`config.mk`:
```
export PLATFORM = sky130hd
export DESIGN_NAME = fuse_rd_ctrl
export DESIGN_NICKNAME = d
export VERILOG_FILES = /design/src/rtl/fuse_rd_ctrl.sv
export SDC_FILE = /design/constraint.sdc
export NUM_CORES = 1
export LEC_CHECK = 0
export CORE_MARGIN = 1.5
export CORE_UTILIZATION = 55
export CTS_CLUSTER_DIAMETER = 100
export DETAILED_ROUTE_END_ITERATION = 7
export HOLD_SLACK_MARGIN = 0.15
export PLACE_DENSITY = 0.92
export SETUP_SLACK_MARGIN = 0.15
export SLEW_MARGIN = 40
export SYNTH_ARGS = -nofsm -noshare
export SYNTH_HDL_FRONTEND = slang
export SYNTH_SLANG_ARGS = --single-unit
```
`constraint.sdc`:
```
create_clock -name clk -period 8.87 [get_ports clk]
set_input_delay 1.3305 -clock clk [delete_from_list [all_inputs] [get_ports clk]]
set_output_delay 1.3305 -clock clk [all_outputs]
set_load 0.02 [all_outputs]
```
`src/rtl/fuse_rd_ctrl.sv`:
```
module fuse_rd_ctrl #(
  parameter int WORD_BYTES = 4,
  parameter int RD_LAT     = 8,
  parameter int ARRAY_B    = 512
) (
  input  logic        clk,
  input  logic        rst_n,
  input  logic        reg_wr,
  input  logic [7:0]  reg_addr,
  input  logic [31:0] reg_wdata,
  output logic [31:0] reg_rdata
);
  localparam int CW     = $clog2(RD_LAT + 1);
  localparam int NWORDS = ARRAY_B / WORD_BYTES;

  logic [10:0]   addr_f, act_addr, rd_addr;
  logic          latch_q, start_q, ren, pd, busy, enc;
  logic [CW-1:0] cnt;
  logic [31:0]   data_q;

  function automatic logic [7:0] fbyte(input int b);
    logic [7:0] v;
    v = 8'((b * 13 + 7) % 256);
    if (b >= 256) v = v ^ 8'h80;
    return v;
  endfunction

  function automatic logic [31:0] fetch(input logic [10:0] a);
    int ai;
    ai = int'(a);
    if (ai >= NWORDS) return 32'h0;
    if (WORD_BYTES == 1) return {24'h0, fbyte(ai)};
    return {fbyte(4*ai+3), fbyte(4*ai+2), fbyte(4*ai+1), fbyte(4*ai)};
  endfunction

  wire ctrl_wr = reg_wr && reg_addr == 8'h04;
  wire launch  = ctrl_wr && start_q && !reg_wdata[25] && !reg_wdata[27]
                 && reg_wdata[24] && !busy;

  always_ff @(posedge clk or negedge rst_n) begin
    if (!rst_n) begin
      addr_f <= '0; act_addr <= '0; rd_addr <= '0;
      latch_q <= 1'b0; start_q <= 1'b0; ren <= 1'b0; pd <= 1'b1;
      busy <= 1'b0; cnt <= '0; data_q <= '0; enc <= 1'b0;
    end else begin
      if (ctrl_wr) begin
        addr_f  <= reg_wdata[10:0];
        latch_q <= reg_wdata[11];
        ren     <= reg_wdata[24];
        start_q <= reg_wdata[25];
        pd      <= reg_wdata[27];
        if (latch_q && !reg_wdata[11]) act_addr <= reg_wdata[10:0];
      end
      if (reg_wr && reg_addr == 8'h10) enc <= reg_wdata[10];
      if (busy) begin
        if (cnt == '0) begin
          busy   <= 1'b0;
          data_q <= fetch(rd_addr);
        end else begin
          cnt <= cnt - 1'b1;
        end
      end else if (launch) begin
        busy    <= 1'b1;
        cnt     <= CW'(RD_LAT - 1);
        rd_addr <= act_addr;
      end
    end
  end

  always_comb begin
    case (reg_addr)
      8'h04:   reg_rdata = {4'h0, pd, busy, start_q, ren, 12'h0, latch_q, addr_f};
      8'h08:   reg_rdata = data_q;
      8'h10:   reg_rdata = {21'h0, enc, 10'h0};
      default: reg_rdata = 32'h0;
    endcase
  end

  p_launch_gated_r6: assert property (@(posedge clk) disable iff (!rst_n)
    $rose(busy) |-> (!pd && ren));
  p_data_on_done_r3: assert property (@(posedge clk) disable iff (!rst_n)
    !$stable(data_q) |-> $fell(busy));
  p_busy_holds_r3: assert property (@(posedge clk) disable iff (!rst_n)
    (busy && cnt != '0) |=> busy);
  p_rd_addr_fixed_r7: assert property (@(posedge clk) disable iff (!rst_n)
    (busy && $past(busy)) |-> $stable(rd_addr));
  p_latch_edge_r2: assert property (@(posedge clk) disable iff (!rst_n)
    !$stable(act_addr) |-> $fell(latch_q));
endmodule

```
==> qor.tcl, run 1 <==
set qor(worst_setup_path_end_kind) {primary output}
set qor(detail_route.wirelength_um) 7650
set qor(worst_slew_pin_slew_ns) 0.713
set qor(final_layout_size_suffix_gt1_share_pct) 18.6
set qor(ys_dominant_reg_cell) {sky130_fd_sc_hd__dfrtp_1}
set qor(total_net_switching_power_uw) 146
set qor(postRouteAntennaNets) 0
set qor(most_area_consuming_cells_after_synthesis) {sky130_fd_sc_hd__dfrtp_1 45%, sky130_fd_sc_hd__mux2_2 13%, sky130_fd_sc_hd__ha_1 9.5%}
set qor(fraction_of_power_spent_switching_nets_pct) 24.6
set qor(synth_top_family_by_area) {multiplexers}
set qor(synth_cells) 319
set qor(final_layout_net_count) 447
set qor(clock_path_buffers) 2
set qor(layout-area-overhead-vs-synth_pct) 23.6
set qor(postSynthRegisterBits) 65
set qor(power_per_cell_area_nw_per_um2) 135
set qor(routed_via_density) 5.61
set qor(grt_start_max_net_pins) 66
set qor(numClockSinks) 65
set qor(cts_hold_repair.buffers) 0
set qor(cts_setup_buffers) 0
set qor(synthArstFlopShare_pct) 100
set qor(detailedRoute.firstPassIterationCount) 4
set qor(power.clock.fraction_pct) 44.8
set qor(dp.cells) 442
set qor(dieArea_um2) 6980
set qor(worstSetupPathType) {primary input to primary output}
set qor(worst_setup_hold_path_clk_slew_ns) 0.07
set qor(dp_worst_setup_slack_ns) 3.28
set qor(detail_route.drc_violations) 0
set qor(gp_congestion) 0.891
set qor(grt.total_usage_pct) 23.4
set qor(number_of_antenna_violations_at_the_first_check_in_global_routing) 0
set qor(final_min_period_over_clock_period_pct) 62.7
set qor(synth-edff-count) 0
set qor(io_pins) 75
set qor(die_height_um) 83.5
set qor(num_vias) 2568
set qor(hp-start) {data_q[31]}
set qor(synth.cell_area_um2) 3570
set qor(finClkSkew_ns) 0.0171
set qor(slew_headroom_pct) 52.0
set qor(crit-reg2reg-launch) {rd_addr[0]}
set qor(clockRootBuffer) {sky130_fd_sc_hd__clkbuf_8}
set qor(drtIter0Drc) 128
set qor(synthesis.nets) 390
set qor(post_synth_mux_area_share_pct) 12.6
set qor(synth_warnings) 0
set qor(cp_data_arrival_time_ns) 4.23
set qor(hpwl_um) 5600
set qor(rows) 29
set qor(clk_latency_ns) 0.36
set qor(grt_pass1_wl_um) 12600
set qor(dieWidth_um) 83.5
set qor(post_cts_resized) 0
set qor(cp-startpoint) {reg_addr[6]}
set qor(yosysTopAreaCellShare_pct) 44.9
set qor(tritoncts.num_buffers) 9
set qor(htree_num_levels) 3
set qor(count_of_placed_standard_cells_in_the_final_layout_fillers_left_out) 458
set qor(power.ir.vdd_worst_mv) 0.114
set qor(wl_per_cell_um) 16.7
set qor(status) {complete, no violations}
set qor(global_route.overflow_total) 0
set qor(cellInternalPower_uw) 449
set qor(critPathLaunchType) {primary input}
set qor(xor_and_xnor_fraction_of_the_mapped_netlist_area_pct) 7.02
set qor(netlist-cell-type-count) 41
set qor(sequentialPowerShare_pct) 50.7
set qor(synth_seq_area_share_pct) 45.6
set qor(path_max_fanout) 17
set qor(port_buffers) 56
set qor(setup_violations) 0
set qor(hold_viol_final) 0
set qor(number_of_global_route_vias_before_repair) 2568
set qor(floorplan.core_area_um2) 6310
set qor(fin_total_pwr_uw) 595
set qor(maxCapViolCount) 0
set qor(max_freq_mhz) 180
set qor(setup_tns_ns) 0
set qor(netlist_top_cells_count) {64 x sky130_fd_sc_hd__dfrtp_1, 44 x sky130_fd_sc_hd__nand2_1, 40 x sky130_fd_sc_hd__mux2_2}
set qor(synthAdderAreaFrac_pct) 10.0
set qor(combinational_group_share_of_total_power_pct) 4.4
set qor(final_worst_slack_ns) 3.31
set qor(timing.hold.ws_ns) 0.472
set qor(rsz0062_at_grt) {no}
set qor(cts_tree) {done}
set qor(synthMostInstantiatedCell) {sky130_fd_sc_hd__dfrtp_1}
set qor(final.fill_count) 454
set qor(synth_largest_area_cell) {sky130_fd_sc_hd__dfrtp_1}
set qor(timing_max_transition_violations_final) 0
set qor(synth-simple-area-share_pct) 12.5
set qor(syn-mean-instance-area_um2) 11.2
set qor(leakage_nw) 2.13
set qor(synth_compound_area_share_pct) 8.67
set qor(antennaDiodeCount) 0
set qor(finalWorstPathRequiredPeriod_ns) 5.56
set qor(start_util_pct) 56.5
set qor(timing.critical_path.required_ns) 7.54
set qor(timing.hold.worst.class) {register to register}
-- metal layers --
metal	part of all wire, %	GRT usage, %	vias up
met3	3.2	3.76	31
met5	0	0	-
met1	42	29.4	1251
li1	-	-	1220
met2	50	38.7	66
met4	4.1	13.4	0
-- through the flow --
| step | cell area, um2 | utilization (%) |
|---|---|---|
| finish | 4410 | 69.8 |
| global route | 4410 | 69.8 |
| CTS | 4400 | 69.7 |
| detailed placement | 4200 | 66.4 |
| global placement | 4190 | 66.3 |
| floorplan | 3570 | - |
-- cell usage in the layout, fill, tap and decap left out, drive strengths merged, types with 2 or more instances in the layout --
cell and instances:
buf 4, nor4 2, a22o 9, dfrtp 64
nand3 2, o31ai 13, nand2b 2, nor4b 3
o21ai 10, clkbuf 9, nand4 2, ha 27
nand2 45, xnor2 13, mux2 40, and2 17
clkdlybuf4s50 55, or4 2, xor2 13, a31oi 2
nor2 4, a21oi 4, inv 21, a31o 3
-- flip-flops by register name, indices dropped and copies added, names as in the netlist --
signal and count:
act_addr 11, addr_f 11, busy 1, cnt 4
data_q 22, enc 1, latch_q 1, pd 1
rd_addr 11, ren 1, start_q 1
-- cell type report --
| type | count | area [um2] | share of cell area, % |
|---|---|---|---|
| clock buffers | 9 | 124 | 2.81 |
| clock inverters | 7 | 83.8 | 1.90 |
| inverters | 17 | 63.8 | 1.45 |
| multi-input cells | 224 | 1830 | 41.5 |
| flip-flops and latches | 65 | 1630 | 36.9 |
| well taps | 77 | 96.3 | 2.19 |
| repair buffers | 59 | 582 | 13.2 |
-- worst max-delay path: stages --
cell and delay [ns]:
sky130_fd_sc_hd__clkdlybuf4s50_1 0.42, sky130_fd_sc_hd__or4_4 0.56, sky130_fd_sc_hd__nor2_1 0.20, sky130_fd_sc_hd__nor4b_4 0.51, sky130_fd_sc_hd__buf_4 0.28, sky130_fd_sc_hd__nand2_1 0.20
sky130_fd_sc_hd__nand2_1 0.12, sky130_fd_sc_hd__clkdlybuf4s50_1 0.60
-- cells by family after synthesis --
kind of cell,count (synthesis)
flip-flops,65
multiplexers,40
AND/OR/NAND/NOR,84
buffers and inverters,30
AO/OA/AOI/OAI,44
other,1
XOR/XNOR,27
adder cells (fa/ha/maj),28
-- final timing paths --
path / to / slack (ns) / cells past startpoint
max: reg_rdata[1] / 3.31 / 8
min: data_q[31] / 0.47 / 2
max reg2reg: data_q[31] / 5.59 / 10
min reg2reg: data_q[31] / 0.47 / 2
max in group asynchronous: data_q[15] / 7.42 / 2
min in group asynchronous: addr_f[2] / 1.05 / 2
-- power groups by stage --
stage | clock [mW] | combinational, mW | sequential, mW
after floorplan | 0 | 0.00610 | 0.307
after CTS | 0.269 | 0.0267 | 0.302
final | 0.267 | 0.0265 | 0.302
after global routing | 0.285 | 0.0289 | 0.302
after detailed placement | 0 | 0.0265 | 0.308
after global placement | 0 | 0.0256 | 0.307
No activity file was read; power rests on OpenSTA's default activity.
==> run 2, diff against run 1 <==
--- a/config.mk
+++ b/config.mk
@@ -6,11 +6,11 @@
 export NUM_CORES = 1
 export LEC_CHECK = 0
 export CORE_MARGIN = 1.5
-export CORE_UTILIZATION = 55
+export CORE_UTILIZATION = 51
 export CTS_CLUSTER_DIAMETER = 100
 export DETAILED_ROUTE_END_ITERATION = 7
 export HOLD_SLACK_MARGIN = 0.15
-export PLACE_DENSITY = 0.92
+export PLACE_DENSITY = 0.87
 export SETUP_SLACK_MARGIN = 0.15
 export SLEW_MARGIN = 40
 export SYNTH_ARGS = -nofsm -noshare
==> constraint.sdc (replaced) <==
create_clock -name clk -period 5.6 [get_ports clk]
set_input_delay 0.84 -clock clk [delete_from_list [all_inputs] [get_ports clk]]
set_output_delay 0.84 -clock clk [all_outputs]
set_load 0.02 [all_outputs]
==> run 2 against run 1 <==
  * Register-to-register slack worse by 3.3 ns
  * Setup slack worse by 2.2 ns
  * Critical endpoint is now reg_rdata[0]
  * Count of clock-buffer cells in the layout unchanged
  * First-iteration DRC count down 15%
  * Global-route usage down 2.2 points
==> qor.tcl, run 2 (synthesis gave the netlist of run 1 again) <==
set qor(status) {complete, no violations}
set qor(worstSetupPathType) {primary input to primary output}
set qor(power.ir.vdd_worst_mv) 0.209
set qor(cp_data_arrival_time_ns) 3.62
set qor(start_util_pct) 52.5
set qor(max_freq_mhz) 224
set qor(worst_setup_path_end_kind) {primary output}
set qor(worst_setup_hold_path_clk_slew_ns) 0.06
set qor(final_cell_mix) {64 x sky130_fd_sc_hd__dfrtp_1, 55 x sky130_fd_sc_hd__clkdlybuf4s50_1, 43 x sky130_fd_sc_hd__nand2_1}
set qor(hp-start) {data_q[20]}
set qor(worst_path_max_delay_cell) {sky130_fd_sc_hd__clkdlybuf4s50_1}
set qor(largest_register_ffs) 22
set qor(timing.hold.worst.class) {register to register}
set qor(cts_setup_buffers) 0
set qor(worst-r2r-setup-slack_ns) 2.29
set qor(number_of_antenna_violations_at_the_first_check_in_global_routing) 0
set qor(die_height_um) 86.6
set qor(hpwl_um) 5510
set qor(io_pins) 75
set qor(routed_via_density) 5.31
set qor(top_register) {data_q}
set qor(fin_total_pwr_uw) 964
set qor(timing_max_transition_violations_final) 0
set qor(power_per_cell_area_nw_per_um2) 217
set qor(worstHoldEndpoint) {data_q[20]}
set qor(detail_route.wirelength_um) 7410
set qor(leakage_nw) 2.14
set qor(floorplan.core_area_um2) 6790
set qor(cts_hold_repair.buffers) 0
set qor(global_route.overflow_total) 0
set qor(finClkSkew_ns) 0.0130
set qor(worst_slew_pin_slew_ns) 0.740
set qor(finalCoreUtilization_pct) 65.5
set qor(tritoncts.num_buffers) 9
set qor(critical_path.reg2reg.endpoint) {data_q[31]}
set qor(layout.cells.most_common) {sky130_fd_sc_hd__dfrtp_1}
set qor(port_buffers) 56
set qor(clk_latency_ns) 0.34
set qor(final.fill_count) 522
set qor(numClockSinks) 65
set qor(wl_per_cell_um) 15.5
set qor(dp_worst_setup_slack_ns) 1.15
set qor(stage_delay_of_the_slowest_cell_on_the_critical_path_ns) 0.62
set qor(number_of_global_route_vias_before_repair) 2585
set qor(rsz0062_at_grt) {no}
set qor(path_max_fanout) 10
set qor(worstPathCellList) {clkdlybuf4s50_1, or4_4, nor2_1, nor4b_4, nand2_1, nand2_1, clkdlybuf4s50_1}
set qor(worstHoldPathCells) 2
set qor(finalWorstPathRequiredPeriod_ns) 4.46
set qor(crit-reg2reg-launch) {rd_addr[0]}
set qor(layout-area-overhead-vs-synth_pct) 24.7
set qor(clock_path_buffers) 2
set qor(slew_headroom_pct) 50.2
set qor(gp_congestion) 0.857
set qor(critPathLaunchType) {primary input}
set qor(drtIter0Drc) 109
set qor(postRouteAntennaNets) 0
set qor(clockRootBuffer) {sky130_fd_sc_hd__clkbuf_8}
set qor(final_min_period_over_clock_period_pct) 79.7
set qor(grt_pass1_wl_um) 12100
set qor(detailedRoute.firstPassIterationCount) 4
set qor(ff2ff_path_depth) 10
set qor(detail_route.drc_violations) 0
set qor(dieWidth_um) 86.6
set qor(dieArea_um2) 7500
set qor(post_cts_resized) 0
set qor(setup_tns_ns) 0
set qor(antennaDiodeCount) 0
set qor(final_layout_size_suffix_gt1_share_pct) 18.6
set qor(setup_violations) 0
set qor(rows) 30
set qor(timing.critical_path.required_ns) 4.76
set qor(hold_viol_final) 0
set qor(final_layout_net_count) 447
set qor(grt_start_max_net_pins) 66
set qor(num_vias) 2535
set qor(grt.total_usage_pct) 21.2
set qor(htree_num_levels) 3
set qor(cts_tree) {done}
set qor(final_worst_slack_ns) 1.14
set qor(maxCapViolCount) 0
-- run 2: cell count changes in the layout (fill, tap and decap cells not counted), sizes merged --
cell	change
bufinv	+1
clkinvlp	-1
clkinv	+1
inv	-1
-- run 2: how the worst max path moves through the flow --
stage / startpoint / to / cells after the start
after CTS: reg_addr[6] / reg_rdata[0] / 7
after floorplan: reg_addr[6] / reg_rdata[11] / 5
after detailed placement: reg_addr[6] / reg_rdata[0] / 7
final: reg_addr[6] / reg_rdata[0] / 7
after global routing: reg_addr[6] / reg_rdata[27] / 7
after global placement: reg_addr[6] / reg_rdata[0] / 7
-- run 2: cell type report --
class | instances | area (um2) | share of cell area, %
multi-input combinational | 224 | 1830 | 41.1
clock buffer | 9 | 124 | 2.79
inverter | 17 | 63.8 | 1.44
sequential | 65 | 1630 | 36.6
tap | 96 | 120 | 2.70
clock inverter | 7 | 100 | 2.25
timing repair buffer | 59 | 582 | 13.1
-- run 2: through the flow --
step                      area [um2]  hold slack [ns]  cells
after CTS                       4440            0.477    477
after global routing            4450            0.503    477
after floorplan                 3570            0.440    319
after global placement          4210            0.456    460
final                           4450            0.481    477
after detailed placement        4220            0.462    461
-- run 2: where the power goes --
| group | switching (mW) | total, mW | internal [mW] |
|---|---|---|---|
| clock | 0.189 | 0.444 | 0.255 |
| sequential | 0.00314 | 0.478 | 0.475 |
| combinational | 0.0199 | 0.0419 | 0.0220 |
-- run 2: metal layers --
metal | global-route usage (%) | share of wire (%) | vias up
li1 | - | - | 1228
met1 | 26.8 | 45 | 1239
met2 | 36.8 | 51 | 57
met3 | 3.24 | 2.7 | 11
met4 | 8.06 | 1.2 | 0
met5 | 0 | 0 | -
-- run 2: worst max-delay path, delay by kind of cell --
family,cells,cell delay (ns)
simple gates,5,1.76
buf+inv,2,1.02
==> run 3, diff against run 2 <==
==> constraint.sdc (replaced) <==
create_clock -name clk -period 4.4 [get_ports clk]
set_input_delay 0.66 -clock clk [delete_from_list [all_inputs] [get_ports clk]]
set_output_delay 0.66 -clock clk [all_outputs]
set_load 0.02 [all_outputs]
==> run 3 against run 2 <==
  * First-iteration DRC count fell by 25%
  * Die area stayed put
  * Non-clock buffer count is the same
  * Utilization is 0.29 points lower
  * Total power is 22% higher
  * Register-to-register slack worse by 1.2 ns
  * Critical path type unchanged
  * Critical endpoint is now reg_rdata[1]
==> qor.tcl, run 3 (synthesis gave the netlist of run 1 again) <==
set qor(maxCapViolCount) 0
set qor(power_per_cell_area_nw_per_um2) 266
set qor(rows) 30
set qor(tritoncts.num_buffers) 9
set qor(slew_headroom_pct) 50.0
set qor(layout.cells.most_common) {sky130_fd_sc_hd__dfrtp_1}
set qor(crit-reg2reg-launch) {rd_addr[0]}
set qor(timing_max_transition_violations_final) 0
set qor(final_worst_slack_ns) 0.461
set qor(cts_setup_buffers) 0
set qor(setup_tns_ns) 0
set qor(cp-startpoint) {reg_addr[6]}
set qor(detailedRoute.firstPassIterationCount) 4
set qor(final_cell_mix) {64 x sky130_fd_sc_hd__dfrtp_1, 55 x sky130_fd_sc_hd__clkdlybuf4s50_1, 43 x sky130_fd_sc_hd__nand2_1}
set qor(count_of_placed_standard_cells_in_the_final_layout_fillers_left_out) 477
set qor(io_pins) 75
set qor(cellInternalPower_uw) 910
set qor(fin_total_pwr_mw) 1.18
set qor(clk_latency_ns) 0.35
set qor(clockRootBuffer) {sky130_fd_sc_hd__clkbuf_8}
set qor(total_net_switching_power_uw) 269
set qor(setup_violations) 0
set qor(final_layout_net_count) 447
set qor(status) {complete, no violations}
set qor(drtIter0Drc) 82
set qor(htree_num_levels) 3
set qor(seqCellArea_um2) 1630
set qor(timing.hold.ws_ns) 0.275
set qor(global_route.overflow_total) 0
set qor(fin_area_um2) 4430
set qor(timing.hold.worst.class) {primary input to asynchronous set/reset pin}
set qor(largest_register_ffs) 22
set qor(number_of_global_route_vias_before_repair) 2475
set qor(dpl-instance-area_um2) 4220
set qor(wl_per_cell_um) 15.9
set qor(cts_tree) {done}
set qor(power.ir.vdd_worst_mv) 0.223
set qor(finalCoreUtilization_pct) 65.2
set qor(detail_route.drc_violations) 0
set qor(dieWidth_um) 86.6
set qor(fraction_of_power_spent_switching_nets_pct) 22.8
set qor(gp_congestion) 0.836
set qor(grt_pass1_wl_um) 12100
set qor(clock_path_buffers) 2
set qor(routed_via_density) 5.39
set qor(area_of_combinational_cells_with_multiple_inputs_um2) 1830
set qor(timing.critical_path.required_ns) 3.74
set qor(layout-area-overhead-vs-synth_pct) 24.1
set qor(grt_start_max_net_pins) 43
set qor(combinational_group_share_of_total_power_pct) 4.5
set qor(leakage_nw) 2.13
set qor(detail_route.wirelength_um) 7570
set qor(hold_viol_final) 0
set qor(floorplan.core_area_um2) 6790
set qor(start_util_pct) 52.5
set qor(finClkSkew_ns) 0.0114
set qor(worst_setup_path_end_kind) {primary output}
set qor(final_min_period_over_clock_period_pct) 89.5
set qor(dp.cells) 461
set qor(top_register) {data_q}
set qor(cp_data_arrival_time_ns) 3.28
set qor(port_buffers) 56
set qor(dp_worst_setup_slack_ns) 0.478
set qor(rsz0062_at_grt) {no}
set qor(sequentialPowerShare_pct) 51.6
set qor(postRouteAntennaNets) 0
set qor(num_vias) 2569
set qor(power.clock.fraction_pct) 43.9
set qor(post_cts_resized) 0
set qor(dieArea_um2) 7500
set qor(final.fill_count) 528
set qor(worst_slew_pin_slew_ns) 0.744
set qor(finalWorstPathRequiredPeriod_ns) 3.94
set qor(max_freq_mhz) 254
set qor(final_layout_size_suffix_gt1_share_pct) 18.6
set qor(cts_hold_repair.buffers) 0
set qor(worstSetupPathType) {primary input to primary output}
set qor(numClockSinks) 65
set qor(worst_setup_hold_path_clk_slew_ns) 0.07
set qor(antennaDiodeCount) 0
set qor(grt.total_usage_pct) 21.5
set qor(hpwl_um) 5480
set qor(path_max_fanout) 25
set qor(number_of_antenna_violations_at_the_first_check_in_global_routing) 0
set qor(die_height_um) 86.6
set qor(critPathLaunchType) {primary input}
## run 3: cell types whose count changed in the layout (fill, tap and decap cells not counted)
cell,before,now
sky130_fd_sc_hd__bufinv_16,2,1
sky130_fd_sc_hd__buf_6,1,0
sky130_fd_sc_hd__clkbuf_8,9,10
sky130_fd_sc_hd__clkinvlp_4,0,2
sky130_fd_sc_hd__buf_4,2,4
sky130_fd_sc_hd__buf_2,1,0
sky130_fd_sc_hd__inv_6,3,0
sky130_fd_sc_hd__clkinv_4,1,2
## run 3: power groups by stage
stage	logic, mW	clock network (mW)	registers (mW)
final	0.0526	0.518	0.609
after global routing	0.0582	0.550	0.609
after CTS	0.0537	0.524	0.609
after detailed placement	0.0535	0	0.620
after global placement	0.0519	0	0.620
after floorplan	0.0123	0	0.619
## run 3: final timing paths
| check | to | slack (ns) | cells after the start |
|---|---|---|---|
| max in group asynchronous | addr_f[5] | 3.41 | 2 |
| worst min register to register | data_q[14] | 0.47 | 2 |
| worst max register to register | data_q[15] | 1.05 | 10 |
| worst max-delay path | reg_rdata[1] | 0.46 | 8 |
| worst min-delay path | cnt[0] | 0.28 | 1 |
| min in group clk | data_q[14] | 0.47 | 2 |
## run 3: final cells by class
type | count | area share (%)
sequential | 65 | 36.8
multi-input combinational | 224 | 41.3
timing repair buffer | 59 | 13.1
clock inverter | 6 | 1.53
tap | 96 | 2.71
clock buffer | 10 | 3.11
inverter | 17 | 1.44
## run 3: critical path: stages
cell and delay, ns:
sky130_fd_sc_hd__clkdlybuf4s50_1 0.40, sky130_fd_sc_hd__or4_4 0.55, sky130_fd_sc_hd__nor2_1 0.20, sky130_fd_sc_hd__nor4b_4 0.22, sky130_fd_sc_hd__buf_4 0.27, sky130_fd_sc_hd__nand2_1 0.22
sky130_fd_sc_hd__nand2_1 0.14, sky130_fd_sc_hd__clkdlybuf4s50_1 0.61
## run 3: metal layers
| layer | track usage, % | routed length (um) | up-vias |
|---|---|---|---|
| li1 | - | - | 1222 |
| met5 | 0 | 0 | - |
| met1 | 27.9 | 3280 | 1273 |
| met4 | 9.82 | 158 | 0 |
| met2 | 35.2 | 3890 | 60 |
| met3 | 3.71 | 236 | 14 |
